==> config.mk <==
export PLATFORM = sky130hd
export DESIGN_NAME = mdrop_uart
export DESIGN_NICKNAME = d
export VERILOG_FILES = /design/src/rtl/mdu_pkg.sv /design/src/rtl/mdu_tick.sv /design/src/rtl/mdu_fifo.sv /design/src/rtl/mdu_tx.sv /design/src/rtl/mdu_rx.sv /design/src/rtl/mdrop_uart.sv
export SDC_FILE = /design/constraint.sdc
export NUM_CORES = 1
export LEC_CHECK = 0
export BUFFER_PORTS_ARGS = -buffer_cell sky130_fd_sc_hd__buf_2
export CAP_MARGIN = 20
export CORE_MARGIN = 2
export CORE_UTILIZATION = 35
export CTS_CLUSTER_SIZE = 8
export DETAILED_ROUTE_END_ITERATION = 8
export PLACE_DENSITY = 0.61
export SLEW_MARGIN = 20
export SYNTH_ARGS = -nofsm -noshare
export SYNTH_HDL_FRONTEND = slang
export SYNTH_SLANG_ARGS = --single-unit
export TNS_END_PERCENT = 30
==> constraint.sdc <==
create_clock -name clk -period 3.9 [get_ports clk]
set_input_delay 0.39 -clock clk [delete_from_list [all_inputs] [get_ports clk]]
set_output_delay 0.39 -clock clk [all_outputs]
set_load 0.01 [all_outputs]
==> src/rtl/mdu_pkg.sv <==
package mdu_pkg;
  localparam logic [2:0] A_DATA = 3'd0;
  localparam logic [2:0] A_INT  = 3'd1;
  localparam logic [2:0] A_QCTL = 3'd2;
  localparam logic [2:0] A_LINE = 3'd3;
  localparam logic [2:0] A_STAT = 3'd5;

  localparam logic [2:0] IC_LINE = 3'b011;
  localparam logic [2:0] IC_RXD  = 3'b010;
  localparam logic [2:0] IC_TXE  = 3'b001;
  localparam logic [2:0] IC_NONE = 3'b000;

  // parity bit for a byte: even selects XOR, odd selects its inverse
  function automatic logic par_bit(input logic [7:0] d, input logic even);
    return even ? ^d : ~^d;
  endfunction

  // true when data plus parity bit fails the odd check
  function automatic logic is_mark(input logic [7:0] d, input logic p);
    return ~(^d ^ p);
  endfunction
endpackage

==> src/rtl/mdu_tick.sv <==
module mdu_tick #(
  parameter int DIV = 27
) (
  input  logic clk,
  input  logic rst_n,
  output logic tick
);
  localparam int CW = (DIV > 1) ? $clog2(DIV) : 1;
  logic [CW-1:0] cnt;

  assign tick = (cnt == CW'(DIV - 1));

  always_ff @(posedge clk or negedge rst_n)
    if (!rst_n) cnt <= '0;
    else if (tick) cnt <= '0;
    else cnt <= cnt + 1'b1;
endmodule

==> src/rtl/mdu_fifo.sv <==
module mdu_fifo #(
  parameter int W = 8,
  parameter int DEPTH = 16,
  localparam int AW = (DEPTH > 1) ? $clog2(DEPTH) : 1,
  localparam int CW = $clog2(DEPTH + 1)
) (
  input  logic          clk,
  input  logic          rst_n,
  input  logic [CW-1:0] cap,
  input  logic          push,
  input  logic [W-1:0]  din,
  input  logic          pop,
  output logic [W-1:0]  dout,
  output logic [CW-1:0] count,
  output logic          empty
);
  logic [W-1:0]  mem [DEPTH];
  logic [AW-1:0] wptr, rptr;
  logic          do_push, do_pop;

  assign empty   = (count == '0);
  assign do_push = push && (count < cap) && (count < CW'(DEPTH));
  assign do_pop  = pop && !empty;
  assign dout    = mem[rptr];

  function automatic logic [AW-1:0] nxt(input logic [AW-1:0] p);
    return (p == AW'(DEPTH - 1)) ? '0 : p + 1'b1;
  endfunction

  always_ff @(posedge clk) if (do_push) mem[wptr] <= din;

  always_ff @(posedge clk or negedge rst_n)
    if (!rst_n) begin
      wptr <= '0; rptr <= '0; count <= '0;
    end else begin
      if (do_push) wptr <= nxt(wptr);
      if (do_pop)  rptr <= nxt(rptr);
      count <= count + CW'(do_push) - CW'(do_pop);
    end


  fifo_bound_chk: assert property (@(posedge clk) disable iff (!rst_n)
    count <= CW'(DEPTH));
endmodule

==> src/rtl/mdu_tx.sv <==
module mdu_tx
  import mdu_pkg::*;
(
  input  logic       clk,
  input  logic       rst_n,
  input  logic       tick,
  input  logic       avail,
  input  logic [7:0] data,
  input  logic       pen,
  input  logic       eps,
  output logic       load,
  output logic       txd,
  output logic       busy,
  output logic       done
);
  logic [10:0] frame;
  logic [3:0]  tcnt, bitn, last;

  assign load = !busy && avail;
  assign txd  = busy ? frame[0] : 1'b1;
  assign done = busy && tick && (tcnt == 4'd15) && (bitn == last);

  always_ff @(posedge clk or negedge rst_n)
    if (!rst_n) begin
      frame <= '1; tcnt <= '0; bitn <= '0; last <= '0; busy <= 1'b0;
    end else if (load) begin
      frame <= {1'b1, pen ? par_bit(data, eps) : 1'b1, data, 1'b0};
      last  <= pen ? 4'd10 : 4'd9;
      tcnt  <= '0;
      bitn  <= '0;
      busy  <= 1'b1;
    end else if (busy && tick) begin
      tcnt <= tcnt + 1'b1;
      if (tcnt == 4'd15) begin
        frame <= {1'b1, frame[10:1]};
        if (bitn == last) busy <= 1'b0;
        else bitn <= bitn + 1'b1;
      end
    end


  txd_idle_chk: assert property (@(posedge clk) disable iff (!rst_n)
    !busy |-> txd);

  start_low_chk: assert property (@(posedge clk) disable iff (!rst_n)
    $rose(busy) |-> !txd);
endmodule

==> src/rtl/mdu_rx.sv <==
module mdu_rx
  import mdu_pkg::*;
(
  input  logic       clk,
  input  logic       rst_n,
  input  logic       tick,
  input  logic       rxd,
  input  logic       pen,
  output logic       push,
  output logic [7:0] pdata,
  output logic       mark,
  output logic       ferr
);
  logic       rs1, rs2, armed, active, par;
  logic [3:0] tcnt, bitn;
  logic [7:0] sh;
  logic       at_stop;

  assign at_stop = pen ? (bitn == 4'd10) : (bitn == 4'd9);

  always_ff @(posedge clk or negedge rst_n)
    if (!rst_n) begin
      rs1 <= 1'b1; rs2 <= 1'b1; armed <= 1'b0; active <= 1'b0; par <= 1'b0;
      tcnt <= '0; bitn <= '0; sh <= '0;
      push <= 1'b0; pdata <= '0; mark <= 1'b0; ferr <= 1'b0;
    end else begin
      rs1  <= rxd;
      rs2  <= rs1;
      push <= 1'b0;
      if (tick) begin
        if (!active) begin
          if (rs2) armed <= 1'b1;
          else if (armed) begin
            active <= 1'b1; armed <= 1'b0; tcnt <= '0; bitn <= '0;
          end
        end else begin
          tcnt <= tcnt + 1'b1;
          if (tcnt == 4'd7) begin
            if (bitn == 4'd0) begin
              if (rs2) active <= 1'b0;
              else bitn <= 4'd1;
            end else if (at_stop) begin
              push   <= 1'b1;
              pdata  <= sh;
              mark   <= pen && is_mark(sh, par);
              ferr   <= !rs2;
              active <= 1'b0;
            end else if (bitn == 4'd9) begin
              par  <= rs2;
              bitn <= bitn + 1'b1;
            end else begin
              sh   <= {rs2, sh[7:1]};
              bitn <= bitn + 1'b1;
            end
          end
        end
      end
    end


  push_idle_chk: assert property (@(posedge clk) disable iff (!rst_n)
    push |-> !active);
endmodule

==> src/rtl/mdrop_uart.sv <==
module mdrop_uart
  import mdu_pkg::*;
#(
  parameter int CLK_DIV    = 27,
  parameter int FIFO_DEPTH = 16
) (
  input  logic       clk,
  input  logic       rst_n,
  input  logic [2:0] addr,
  input  logic       wr_en,
  input  logic       rd_en,
  input  logic [7:0] wdata,
  output logic [7:0] rdata,
  output logic       txd,
  input  logic       rxd,
  output logic       irq
);
  localparam int CW = $clog2(FIFO_DEPTH + 1);

  logic          tick, fifo_en, thre_pend, st_mark, st_ferr;
  logic [7:0]    lcr;
  logic [2:0]    ier;
  logic [CW-1:0] tx_cap, tx_cnt, rx_cnt;
  logic [7:0]    tx_dout, rx_dout, rx_pdata;
  logic          tx_empty, tx_load, tx_busy, tx_done, rx_empty;
  logic          rx_push, rx_mark, rx_ferr;
  logic          wr_thr, wr_lcr, rd_rbr, rd_lsr;
  logic          thre, temt, pend_line, pend_rx, pend_tx, pend;
  logic [2:0]    code;
  logic [7:0]    lsr, iir;

  assign wr_thr = wr_en && (addr == A_DATA);
  assign wr_lcr = wr_en && (addr == A_LINE);
  assign rd_rbr = rd_en && (addr == A_DATA);
  assign rd_lsr = rd_en && (addr == A_STAT);
  assign tx_cap = fifo_en ? CW'(FIFO_DEPTH) : CW'(1);

  mdu_tick #(.DIV(CLK_DIV)) u_tick (.clk(clk), .rst_n(rst_n), .tick(tick));

  mdu_fifo #(.W(8), .DEPTH(FIFO_DEPTH)) u_txq (
    .clk(clk), .rst_n(rst_n), .cap(tx_cap), .push(wr_thr), .din(wdata),
    .pop(tx_load), .dout(tx_dout), .count(tx_cnt), .empty(tx_empty));

  mdu_tx u_tx (
    .clk(clk), .rst_n(rst_n), .tick(tick), .avail(!tx_empty), .data(tx_dout),
    .pen(lcr[3]), .eps(lcr[4]), .load(tx_load), .txd(txd), .busy(tx_busy),
    .done(tx_done));

  mdu_rx u_rx (
    .clk(clk), .rst_n(rst_n), .tick(tick), .rxd(rxd), .pen(lcr[3]),
    .push(rx_push), .pdata(rx_pdata), .mark(rx_mark), .ferr(rx_ferr));

  mdu_fifo #(.W(8), .DEPTH(FIFO_DEPTH)) u_rxq (
    .clk(clk), .rst_n(rst_n), .cap(CW'(FIFO_DEPTH)), .push(rx_push),
    .din(rx_pdata), .pop(rd_rbr), .dout(rx_dout), .count(rx_cnt),
    .empty(rx_empty));

  always_ff @(posedge clk or negedge rst_n)
    if (!rst_n) begin
      lcr <= '0; ier <= '0; fifo_en <= 1'b0;
      thre_pend <= 1'b0; st_mark <= 1'b0; st_ferr <= 1'b0;
    end else begin
      if (wr_lcr) lcr <= wdata;
      else if (tx_done && lcr[3]) lcr[4] <= 1'b0;
      if (wr_en && addr == A_INT)  ier <= wdata[2:0];
      if (wr_en && addr == A_QCTL) fifo_en <= wdata[0];
      if (wr_thr) thre_pend <= 1'b0;
      else if (tx_load && tx_cnt == CW'(1)) thre_pend <= 1'b1;
      if (rx_push && rx_mark) st_mark <= 1'b1;
      else if (rd_lsr) st_mark <= 1'b0;
      if (rx_push && rx_ferr) st_ferr <= 1'b1;
      else if (rd_lsr) st_ferr <= 1'b0;
    end

  assign thre = tx_cnt < tx_cap;
  assign temt = tx_empty && !tx_busy;
  assign lsr  = {1'b0, temt, thre, 1'b0, st_ferr, st_mark, 1'b0, !rx_empty};

  assign pend_line = ier[2] && (st_mark || st_ferr);
  assign pend_rx   = ier[0] && !rx_empty;
  assign pend_tx   = ier[1] && thre_pend;
  assign pend      = pend_line || pend_rx || pend_tx;
  assign code      = pend_line ? IC_LINE : pend_rx ? IC_RXD : pend_tx ? IC_TXE : IC_NONE;
  assign iir       = {4'b0, code, !pend};
  assign irq       = pend;

  always_comb
    case (addr)
      A_DATA:  rdata = rx_dout;
      A_INT:   rdata = iir;
      A_QCTL:  rdata = {7'b0, fifo_en};
      A_LINE:  rdata = lcr;
      A_STAT:  rdata = lsr;
      default: rdata = 8'h00;
    endcase


  eps_clear_chk: assert property (@(posedge clk) disable iff (!rst_n)
    (tx_done && lcr[3] && !wr_lcr) |=> !lcr[4]);

  thr_write_clears_chk: assert property (@(posedge clk) disable iff (!rst_n)
    wr_thr |=> !thre_pend);

  temt_thre_chk: assert property (@(posedge clk) disable iff (!rst_n)
    lsr[6] |-> lsr[5]);

  rx_bound_chk: assert property (@(posedge clk) disable iff (!rst_n)
    rx_cnt <= CW'(FIFO_DEPTH));
endmodule

==> results of run 1 <==
-- routing by layer --
layer / vias up / part of all wire, %
li1: 3690 / -
met1: 4100 / 44
met2: 165 / 49
met3: 42 / 4.3
met4: 0 / 2.2
met5: - / 0
-- report_power, final --
part | internal (mW) | total, mW | leakage, nW | switching, mW
Combinational | 0.464 | 1.02 | 2.02 | 0.557
Clock | 2.49 | 4.01 | 0.693 | 1.52
Sequential | 4.18 | 4.34 | 3.28 | 0.155
-- how the worst max path moves through the flow --
stage / endpoint / depth (start not counted) / slack, ns
after floorplan: u_rxq.count[4]$_DFF_PN0_ / 15 / 1.05
after global placement: u_rxq.count[4]$_DFF_PN0_ / 13 / 0.97
after detailed placement: u_txq.mem[10][1]$_DFFE_PP_ / 7 / 0.94
after CTS: rdata[0] / 7 / 0.71
after global routing: rdata[0] / 7 / 0.62
final: rdata[0] / 7 / 0.75
-- area by class of cell --
class | count | area [sq um] | area share (%)
Clock buffer | 90 | 1420 | 8.04
Tap cell | 585 | 732 | 4.13
Multi-Input combinational cell | 502 | 4840 | 27.3
Inverter | 39 | 146 | 0.827
Sequential cell | 356 | 10200 | 57.7
Clock inverter | 2 | 38.8 | 0.219
Timing Repair Buffer | 46 | 315 | 1.78
-- critical path: stages, from the launching register on --
cell and delay [ns]:
sky130_fd_sc_hd__dfrtp_2 0.37, sky130_fd_sc_hd__buf_12 0.27, sky130_fd_sc_hd__mux4_2 0.62, sky130_fd_sc_hd__mux4_2 0.52, sky130_fd_sc_hd__nand2_1 0.09, sky130_fd_sc_hd__o21a_1 0.12, sky130_fd_sc_hd__o31ai_1 0.06, sky130_fd_sc_hd__buf_2 0.15
-- layout by cell type (no fill, tap or decap), types with 34 or more instances in the layout --
cell type	n
sky130_fd_sc_hd__clkbuf_16	51
sky130_fd_sc_hd__nor2_1	36
sky130_fd_sc_hd__xnor2_1	41
sky130_fd_sc_hd__edfxtp_1	256
sky130_fd_sc_hd__inv_1	37
sky130_fd_sc_hd__ha_1	34
sky130_fd_sc_hd__clkbuf_1	39
sky130_fd_sc_hd__mux4_2	71
sky130_fd_sc_hd__dfrtp_1	86
sky130_fd_sc_hd__o21ai_0	38
sky130_fd_sc_hd__nand2_1	56
-- state kept, by name, summed over array words and instances, names as in the netlist, 4 cells and up --
register	cells
u_rxq.count	5
u_txq.rptr	4
u_rx.pdata	8
u_tx.bitn	4
u_txq.wptr	4
u_txq.count	5
u_rx.bitn	4
u_tx.frame	10
u_tx.tcnt	4
u_tick.cnt	5
u_rxq.mem	128
u_rx.sh	8
u_txq.mem	128
u_rxq.rptr	4
u_rx.tcnt	4
u_rxq.wptr	4
lcr	8
-- cell usage after synthesis (12+ instances only) --
cell type / n / share of area, %
sky130_fd_sc_hd__a21oi_1: 28 / 0.91
sky130_fd_sc_hd__and2_1: 26 / 1.1
sky130_fd_sc_hd__buf_2: 13 / 0.42
sky130_fd_sc_hd__clkbuf_1: 19 / 0.46
sky130_fd_sc_hd__dfrtp_1: 88 / 14
sky130_fd_sc_hd__dfstp_2: 12 / 2.1
sky130_fd_sc_hd__edfxtp_1: 256 / 50
sky130_fd_sc_hd__ha_1: 34 / 2.8
sky130_fd_sc_hd__inv_1: 37 / 0.90
sky130_fd_sc_hd__mux2_2: 33 / 2.4
sky130_fd_sc_hd__mux2i_1: 20 / 1.3
sky130_fd_sc_hd__mux4_2: 71 / 10
sky130_fd_sc_hd__nand2_1: 56 / 1.4
sky130_fd_sc_hd__nand3_1: 17 / 0.55
sky130_fd_sc_hd__nor2_1: 36 / 0.88
sky130_fd_sc_hd__o21ai_0: 38 / 1.2
sky130_fd_sc_hd__xnor2_1: 41 / 2.3
-- logic make-up (layout without fill, tap and decap cells) --
family	after synthesis	after routing	share of synthesized area, %
compound gates	95	95	3.79
simple gates	187	187	6.26
mux	131	131	15.3
fa+ha+maj	36	36	3.03
flops	356	356	66.4
xor+xnor	53	53	3.11
buf+inv	76	177	2.07
-- repair_timing --
item,in CTS,in global routing
setup endpoints to repair,0,0
hold buffers,2,0
hold endpoints to repair,38,0
==> results.txt, run 1 <==
----------------------------------------------------
[Layout]
  Util after Layout ... 41.0%
  Antenna diode count ... 0
  Post-layout nets ... 1,047
  Area added between synthesis and finish ... 15.2%
  Number of fill cells ... 3,939
  Post-route design area ... 17,700 sq um
  Share of layout cells above drive strength 1 ... 21.4%
  Final instance count without filler cells ... 1,620

[Global routing]
  GRT Max-Usage Layer ... met2
  Remaining global-route overflow ... 0
  Met3 routing resource usage after global routing ... 2.75%
  Number of global-route vias before repair ... 8,224
  Combined global-route utilization of all metal layers ... 14.0%
  Number of antenna violations at the first check in global routing ... 0
  Met2 usage in global routing ... 23.3%
  First-pass GRT wire length ... 48,000 um
  Global routing met1 resource utilization ... 18.7%
  Maximum number of pins on one net before global-route repair ... 54

[Placed design]
  Placed inst area ... 16,200 sq um
  Post-Place Cells ... 1,526
  Number of buffers inserted by port buffering ... 25
  Worst slack after detailed placement ... 0.943 ns
  Post-detailed-placement half-perimeter wirelength ... 20,800 um
  Placer Congestion ... 0.803

[Timing]
  Final Skew ... 0.0155 ns
  Portion of the clock cycle consumed by the worst path in the final layout ... 80.7%
  Measured slew at the worst slew-check pin ... 0.899 ns
  Headroom to the max-slew limit ... 39.9%
  Count of final setup violators ... 0
  Hold violation count in the final report ... 0
  RSZ-0062 raised after global routing ... false
  Post-route worst setup slack ... 0.753 ns
  Tmin final ... 3.15 ns
  Final max-slew violation count ... 0
  Max Fclk ... 0.318 GHz
  Tightest hold margin ... 0.0953 ns
  Setup TNS Final ... 0 ns

[Critical path]
  End of the worst register-to-register path ... u_rxq.count[4]$_DFF_PN0_
  Crit path kind ... reg -> out
  Kind of end point of the critical path ... primary output
  Arrival time worst endpoint ... 2.76 ns
  Worst Reg2Reg Path Length in Cells ... 14
  Largest driver fanout on the critical path ... 37
  Data required time of the critical path ... 3.51 ns
  Setup slack of the worst register-to-register path ... 0.94 ns
  Category of the worst setup path launch point ... flip-flop
  CP Launch Point ... u_rxq.rptr[0]$_DFFE_PN0P_
  Launching point of the worst reg2reg path ... u_rxq.count[3]$_DFF_PN0_

[Synth]
  Number of library cell types mapped by synthesis ... 62
  Most used flip-flop cell after synthesis ... sky130_fd_sc_hd__edfxtp_1
  Count of flip-flops with a built-in enable after synthesis ... 256
  Average cell area after synthesis ... 16.5 sq um
  Total of flip-flops plus latches after synthesis ... 356
  Number of nets produced by synthesis ... 986
  Synthesis Warnings ... 0
  Cells after Synth ... 934
  Mapped cell area ... 15,400 sq um
  Portion of the post-synthesis area used by sequential elements ... 66.4%
  Share of synthesized registers carrying an async set or reset ... 28.1%

[Run status]
  Outcome ... finished clean

[Clock network]
  Reg clk slew, reported paths ... 0.05 ns
  Number of buffers created by CTS ... 50
  Clock latency on the worst-skew pair ... 0.55 ns
  Cell at the root of the clock tree ... sky130_fd_sc_hd__clkbuf_16
  Clock tree sinks ... 356
  Htree depth ... 2
  Number of gates given a new drive strength after cts ... 0
  CTS Buffer Depth ... 3
  CTS tree ... built
  Setup bufs post-CTS ... 0

[Routing]
  Iteration-0 DRC Markers ... 604
  1st-pass router iterations ... 4
  DRC ... 0
  Residual antenna-violating net count after detailed routing ... 0
  Vias after detailed routing ... 7,997
  Drt total wl ... 31,200 um
  Average vias per placed instance ... 4.94
  Per-cell routed wire length ... 19.3 um

[Hold path]
  Hold Path End ... thre_pend$_DFFE_PN0P_
  Startpoint of the tightest hold check path ... wr_en
  Classification of the worst-slack hold path ... in -> reg
  Min-Delay Path Depth ... 2

[Power]
  Power density normalized to cell area ... 529 nW/um^2
  Pwr Total ... 9.37 mW
  Peak VDD IR ... 0.000340 V
  Leak pwr ... 5.99 nW

[Job]
  Max-cap violations ... 0

[Die]
  Chip width ... 214 um
  Overall die area ... 45,600 sq um
  Initial core utilization ... 35.6%
  Core outline area ... 43,200 sq um
  Chip Height ... 214 um
  Ports placed on the boundary ... 26
  Row Count ... 76

----------------------------------------------------
Note: power is estimated with default switching activity, not from simulation.
==> inputs of run 2 (changes only) <==
--- a/config.mk
+++ b/config.mk
@@ -5,6 +5,7 @@
 export SDC_FILE = /design/constraint.sdc
 export NUM_CORES = 1
 export LEC_CHECK = 0
+export ABC_AREA = 1
 export BUFFER_PORTS_ARGS = -buffer_cell sky130_fd_sc_hd__buf_2
 export CAP_MARGIN = 20
 export CORE_MARGIN = 2
==> constraint.sdc (replaced) <==
create_clock -name clk -period 3 [get_ports clk]
set_input_delay 0.3 -clock clk [delete_from_list [all_inputs] [get_ports clk]]
set_output_delay 0.3 -clock clk [all_outputs]
set_load 0.01 [all_outputs]
==> run 2 against run 1 <==
  * Total power up 35%
  * Area after synthesis rose by 3.3%
  * Synthesized cell count grew 61%
  * Final cell count up 36%
  * Worst hold slack worse by 0.038 ns
  * Sequential share of layout area fell by 1.8 points
  * Die area up 3.3%
  * Sequential power increased by 29%
  * Register-to-register slack lost 0.56 ns
  * Flip-flop and latch count stayed put
  * Critical path depth rose by 1
==> results.txt, run 2 <==
----------------------------------------------------
[Clock network]
  Htree depth ... 2
  Number of buffers created by CTS ... 50
  CTS tree ... built
  Reg clk slew, reported paths ... 0.06 ns
  Clock latency on the worst-skew pair ... 0.56 ns
  CTS Buffer Depth ... 3
  Cell at the root of the clock tree ... sky130_fd_sc_hd__clkbuf_16
  Clock tree sinks ... 356
  Setup bufs post-CTS ... 0

[Placed design]
  Placed inst area ... 16,800 sq um
  Placer Congestion ... 0.835
  Worst slack after detailed placement ... 0.434 ns
  Number of buffers inserted by port buffering ... 25
  Post-detailed-placement half-perimeter wirelength ... 22,800 um

[Global routing]
  Met3 routing resource usage after global routing ... 2.53%
  Remaining global-route overflow ... 0
  Met2 usage in global routing ... 26.0%
  Maximum number of pins on one net before global-route repair ... 73
  First-pass GRT wire length ... 58,000 um
  Number of antenna violations at the first check in global routing ... 1
  Combined global-route utilization of all metal layers ... 15.6%
  Number of global-route vias before repair ... 10,800
  Global routing met1 resource utilization ... 20.5%
  GRT Max-Usage Layer ... met2

[Layout]
  Most frequent cells in the layout ... sky130_fd_sc_hd__nand2_1, sky130_fd_sc_hd__edfxtp_1, sky130_fd_sc_hd__nor2_1
  Util after Layout ... 40.5%
  Most common cell after layout, fill and taps aside ... sky130_fd_sc_hd__nand2_1
  Area added between synthesis and finish ... 15.0%
  Antenna diode count ... 0
  Post-route design area ... 18,300 sq um
  Biggest registers after layout ... u_rxq.mem x128, u_txq.mem x128, u_tx.frame x10
  Share of layout cells above drive strength 1 ... 9.48%
  Post-layout nets ... 1,616

[Routing]
  DRC ... 0
  Residual antenna-violating net count after detailed routing ... 0
  Per-cell routed wire length ... 16.3 um
  Vias after detailed routing ... 10,700
  1st-pass router iterations ... 5
  Average vias per placed instance ... 4.85
  Drt total wl ... 36,000 um
  Iteration-0 DRC Markers ... 889

[Power]
  Peak VDD IR ... 0.000489 V
  Power density normalized to cell area ... 692 nW/um^2
  Leak pwr ... 7.10 nW

[Timing]
  Portion of the clock cycle consumed by the worst path in the final layout ... 96.6%
  Hold violation count in the final report ... 0
  Post-route worst setup slack ... 0.103 ns
  Final max-slew violation count ... 0
  Tmin final ... 2.90 ns
  Count of final setup violators ... 0
  Max Fclk ... 0.345 GHz
  Headroom to the max-slew limit ... 39.4%
  Measured slew at the worst slew-check pin ... 0.905 ns
  Tightest hold margin ... 0.0569 ns
  Final Skew ... 0.0226 ns

[Synth]
  Synth area leader ... sky130_fd_sc_hd__edfxtp_1
  Number of library cell types mapped by synthesis ... 49
  Number of nets produced by synthesis ... 1,554
  Count leader, synth ... sky130_fd_sc_hd__nand2_1
  Portion of the post-synthesis area used by sequential elements ... 64.3%
  Total of flip-flops plus latches after synthesis ... 356
  Share of synthesized registers carrying an async set or reset ... 28.1%
  Mapped cell area ... 15,900 sq um
  Synthesis Warnings ... 0
  Most frequent cells after synthesis ... sky130_fd_sc_hd__nand2_1, sky130_fd_sc_hd__edfxtp_1, sky130_fd_sc_hd__nor2_1
  Share of the synthesized area in the top cell type ... 48.4%
  Average cell area after synthesis ... 10.6 sq um
  Top post-synthesis cells by area ... sky130_fd_sc_hd__edfxtp_1, sky130_fd_sc_hd__dfrtp_1, sky130_fd_sc_hd__nand2_1
  Count of flip-flops with a built-in enable after synthesis ... 256
  Cells after Synth ... 1,502
  Most used flip-flop cell after synthesis ... sky130_fd_sc_hd__edfxtp_1

[Critical path]
  Arrival time worst endpoint ... 2.60 ns
  Crit path kind ... reg -> out
  Largest driver fanout on the critical path ... 24
  Kind of end point of the critical path ... primary output
  Category of the worst setup path launch point ... flip-flop
  Data required time of the critical path ... 2.70 ns

[Die]
  Chip width ... 217 um
  Initial core utilization ... 35.2%
  Core outline area ... 45,100 sq um
  Ports placed on the boundary ... 26
  Overall die area ... 47,100 sq um
  Row Count ... 78
  Chip Height ... 217 um

[Job]
  Max-cap violations ... 0

[Run status]
  Outcome ... finished clean

[Hold path]
  Classification of the worst-slack hold path ... in -> reg

----------------------------------------------------
run 2: cell families after synthesis:
logic type / share of synthesized area, %
AOI/OAI and AO/OA: 7.72
xor gates and xnor gates: 1.77
adders and majority gates: 2.93
buffers and inverters: 6.06
DFF: 64.3
muxes: 1.04
and+or+nand+nor: 16.2
run 2: critical path: stages (launching register included):
cell and delay [ns]:
sky130_fd_sc_hd__dfrtp_2 0.42, sky130_fd_sc_hd__inv_1 0.09, sky130_fd_sc_hd__buf_4 0.28, sky130_fd_sc_hd__nor2_1 0.07, sky130_fd_sc_hd__o32ai_1 0.32, sky130_fd_sc_hd__o211ai_1 0.20
sky130_fd_sc_hd__nand3_1 0.18, sky130_fd_sc_hd__a22o_1 0.29, sky130_fd_sc_hd__buf_2 0.19
run 2: worst paths after layout:
kind                                           start                       end  slack [ns]  cells after the start
max in group asynchronous                      rst_n        u_rx.rs2$_DFF_PN1_        1.80                      3
min                                          addr[1]       fifo_en$_DFFE_PN0P_        0.06                      3
max                        u_rxq.rptr[0]$_DFFE_PN0P_                  rdata[7]        0.10                      8
min reg2reg                       u_rx.rs1$_DFF_PN1_        u_rx.rs2$_DFF_PN1_        0.36                      0
max reg2reg                 u_txq.count[2]$_DFF_PN0_  u_txq.count[4]$_DFF_PN0_        0.38                     13
min in group asynchronous                      rst_n  u_rxq.count[1]$_DFF_PN0_        0.39                      2
run 2: metal layers:
metal  vias up  part of all wire [%]
li1       5189                     -
met1      5157                    44
met2       255                    48
met3        82                   4.7
met4         2                   3.3
met5         -                 0.031
run 2: metrics by stage:
step / instances / power [mW] / TNS, ns
floorplan: 1502 / 6.92 / 0
global placement: 2110 / 7.54 / 0
detailed placement: 2110 / 7.58 / 0
CTS: 2203 / 12.7 / 0
global route: 2203 / 13.2 / -0.0113
finish: 2203 / 12.6 / 0
run 2: cell type report:
class / count / area, sq um
clock inverters: 2 / 21.3
multi-input cells: 903 / 4710
flip-flops and latches: 356 / 10200
fillers: 4330 / 26800
well taps: 600 / 751
clock buffers: 89 / 1400
inverters: 191 / 722
repair buffers: 62 / 455
run 2: what timing repair did:
action	in CTS	in global routing
endpoints found under the setup margin	0	2
hold endpoints to repair	44	0
resized for setup	0	2
hold buffers	2	0
run 2: where the power goes:
| group | switching (mW) | leakage [nW] | internal (mW) |
|---|---|---|---|
| Sequential | 0.173 | 3.28 | 5.43 |
| Combinational | 1.27 | 3.15 | 0.649 |
| Clock | 2.00 | 0.673 | 3.11 |
| Total | 3.45 | 7.10 | 9.19 |
==> inputs of run 3 (changes only) <==
--- a/config.mk
+++ b/config.mk
@@ -9,10 +9,10 @@
 export BUFFER_PORTS_ARGS = -buffer_cell sky130_fd_sc_hd__buf_2
 export CAP_MARGIN = 20
 export CORE_MARGIN = 2
-export CORE_UTILIZATION = 35
+export CORE_UTILIZATION = 63
 export CTS_CLUSTER_SIZE = 8
 export DETAILED_ROUTE_END_ITERATION = 8
-export PLACE_DENSITY = 0.61
+export PLACE_DENSITY = 0.92
 export SLEW_MARGIN = 20
 export SYNTH_ARGS = -nofsm -noshare
 export SYNTH_HDL_FRONTEND = slang
==> run 3 against run 2 <==
  * The run now ends with negative setup slack left
  * First-iteration DRC count grew 95%
  * Clock power is 4.1% higher
  * Sequential share of layout area increased by 0.98 points
  * Count of clock-buffer cells in the layout grew 1
  * Non-clock buffer count shrank 12
  * Flip-flop and latch count unchanged
  * Register-to-register slack worse by 0.21 ns
  * Clock skew rose by 0.0012 ns
  * Utilization rose by 31 points
  * Maximum frequency shrank 4.9%
  * Routed wire length is 16% higher
  * Critical path type unchanged
  * Largest cell class unchanged
==> results.txt, run 3 (synthesized netlist as in run 2, its figures left out) <==
----------------------------------------------------
[Routing]
  Per-cell routed wire length ... 21.7 um
  1st-pass router iterations ... 8
  Residual antenna-violating net count after detailed routing ... 0
  Drt total wl ... 41,800 um
  Vias after detailed routing ... 12,100
  DRC ... 0
  Average vias per placed instance ... 6.28
  Iteration-0 DRC Markers ... 1,730

[Critical path]
  Largest driver fanout on the critical path ... 48
  Worst Reg2Reg Path Length in Cells ... 13
  Launching point of the worst reg2reg path ... u_txq.count[1]$_DFF_PN0_
  Category of the worst setup path launch point ... flip-flop
  Data required time of the critical path ... 2.70 ns
  Kind of end point of the critical path ... primary output
  Arrival time worst endpoint ... 2.75 ns
  Crit path kind ... reg -> out
  End of the worst register-to-register path ... u_txq.count[4]$_DFF_PN0_
  Setup slack of the worst register-to-register path ... 0.17 ns

[Clock network]
  Number of buffers created by CTS ... 50
  Clock tree sinks ... 356
  Htree depth ... 2
  CTS Buffer Depth ... 3
  Clock latency on the worst-skew pair ... 0.56 ns
  CTS tree ... built
  Reg clk slew, reported paths ... 0.05 ns
  Cell at the root of the clock tree ... sky130_fd_sc_hd__clkbuf_16

[Timing]
  Final Skew ... 0.0239 ns
  Max Fclk ... 0.328 GHz
  Measured slew at the worst slew-check pin ... 0.862 ns
  Tmin final ... 3.05 ns
  Hold violation count in the final report ... 0
  RSZ-0062 raised after global routing ... true
  Portion of the clock cycle consumed by the worst path in the final layout ... 102%
  Headroom to the max-slew limit ... 42.3%
  Setup TNS Final ... -0.0491 ns
  Count of final setup violators ... 2
  Final max-slew violation count ... 0
  Tightest hold margin ... 0.0996 ns
  Post-route worst setup slack ... -0.0478 ns

[Hold path]
  Startpoint of the tightest hold check path ... addr[1]
  Min-Delay Path Depth ... 3
  Classification of the worst-slack hold path ... in -> reg
  Hold Path End ... fifo_en$_DFFE_PN0P_

[Global routing]
  First-pass GRT wire length ... 64,000 um
  Number of antenna violations at the first check in global routing ... 0
  Number of global-route vias before repair ... 12,000
  Remaining global-route overflow ... 0
  Combined global-route utilization of all metal layers ... 31.6%
  Maximum number of pins on one net before global-route repair ... 67

[Layout]
  Area added between synthesis and finish ... 13.1%
  Biggest registers after layout ... u_rxq.mem x128, u_txq.mem x128, u_tx.frame x10
  Post-layout nets ... 1,604
  Most common cell after layout, fill and taps aside ... sky130_fd_sc_hd__nand2_1
  Antenna diode count ... 0
  Most frequent cells in the layout ... sky130_fd_sc_hd__nand2_1, sky130_fd_sc_hd__edfxtp_1, sky130_fd_sc_hd__nor2_1
  Sequential Area ... 10,200 sq um
  Util after Layout ... 71.9%
  Multi-input combinational cell area ... 4750 sq um
  Post-route design area ... 18,000 sq um
  Number of fill cells ... 1,451
  Final instance count without filler cells ... 1,922
  Share of layout cells above drive strength 1 ... 9.42%

[Power]
  Leak pwr ... 7.07 nW
  Fraction of power consumed by combinational cells ... 16.7%
  Switching pwr ... 3.78 mW
  Power density normalized to cell area ... 731 nW/um^2
  Net Sw Frac ... 28.8%
  Internal cell power ... 9.35 mW
  Share of total power in the clock network ... 40.5%
  Sequential fraction of design power ... 42.9%
  Pwr Total ... 13.1 mW
  Peak VDD IR ... 0.000751 V

[Die]
  Initial core utilization ... 63.6%
  Overall die area ... 26,500 sq um
  Core outline area ... 25,000 sq um
  Ports placed on the boundary ... 26
  Chip width ... 163 um
  Row Count ... 58
  Chip Height ... 163 um

[Run status]
  Violations in the final reports ... negative setup slack
  Outcome ... complete, but fails checks

[Placed design]
  Post-detailed-placement half-perimeter wirelength ... 23,500 um
  Post-Place Cells ... 1,828
  Placed inst area ... 16,400 sq um
  Number of buffers inserted by port buffering ... 25
  Placer Congestion ... 0.901
  Worst slack after detailed placement ... 0.255 ns

[Job]
  Max-cap violations ... 0

----------------------------------------------------
[run 3: critical path, cell delays in order (launching register included)]
cell and delay (ns):
sky130_fd_sc_hd__dfrtp_2 0.41, sky130_fd_sc_hd__clkinvlp_4 0.20, sky130_fd_sc_hd__buf_12 0.25, sky130_fd_sc_hd__nor2_2 0.21, sky130_fd_sc_hd__o32ai_2 0.17, sky130_fd_sc_hd__o211ai_1 0.29, sky130_fd_sc_hd__nand3_2 0.18, sky130_fd_sc_hd__nand2_1 0.12
sky130_fd_sc_hd__o221ai_1 0.15, sky130_fd_sc_hd__buf_2 0.19
[run 3: cell type report]
class                           instances  area share (%)
Sequential cell                       356            56.9
Multi-Input combinational cell        903            26.4
Clock buffer                           90            8.04
Inverter                              191            4.06
Tap cell                              330            2.30
Timing Repair Buffer                   50            2.13
Clock inverter                          2           0.160
[run 3: repair_timing]
| action | 4_1_cts | 5_1_grt |
|---|---|---|
| setup buffers | 0 | 0 |
| setup endpoints to repair | 2 | 6 |
| hold buffers | 2 | 0 |
| resized for setup | 2 | 8 |
| endpoints found under the hold margin | 50 | 0 |
| pin swaps | 0 | 0 |
[run 3: how the worst max path moves through the flow]
stage,start,slack (ns),to,cells past startpoint
after floorplan,u_txq.count[2]$_DFF_PN0_,0.30,u_txq.count[4]$_DFF_PN0_,14
after global placement,u_txq.count[1]$_DFF_PN0_,0.42,u_txq.count[4]$_DFF_PN0_,13
after detailed placement,u_txq.count[1]$_DFF_PN0_,0.25,u_txq.count[4]$_DFF_PN0_,13
after CTS,u_rxq.rptr[0]$_DFFE_PN0P_,0.01,rdata[7],8
after global routing,u_rxq.rptr[0]$_DFFE_PN0P_,-0.008,rdata[3],9
final,u_rxq.rptr[0]$_DFFE_PN0P_,-0.05,rdata[3],9
[run 3: power groups by stage]
stage / Clock [mW] / Sequential, mW / Combinational [mW]
final: 5.31 / 5.63 / 2.19
after global routing: 5.52 / 5.64 / 2.28
after CTS: 5.30 / 5.61 / 2.05
after detailed placement: 0 / 5.69 / 1.92
after global placement: 0 / 5.68 / 1.79
after floorplan: 0 / 5.62 / 1.29
[run 3: per-layer routing]
layer / wire (um) / GRT usage [%] / vias up / part of all wire (%)
met2: 21100 / 55.1 / 928 / 50
met4: 2870 / 18.3 / 0 / 6.9
met3: 3800 / 5.25 / 256 / 9.1
met1: 14000 / 37.0 / 5716 / 34
met5: 0 / 0 / - / 0
li1: - / - / 5163 / -
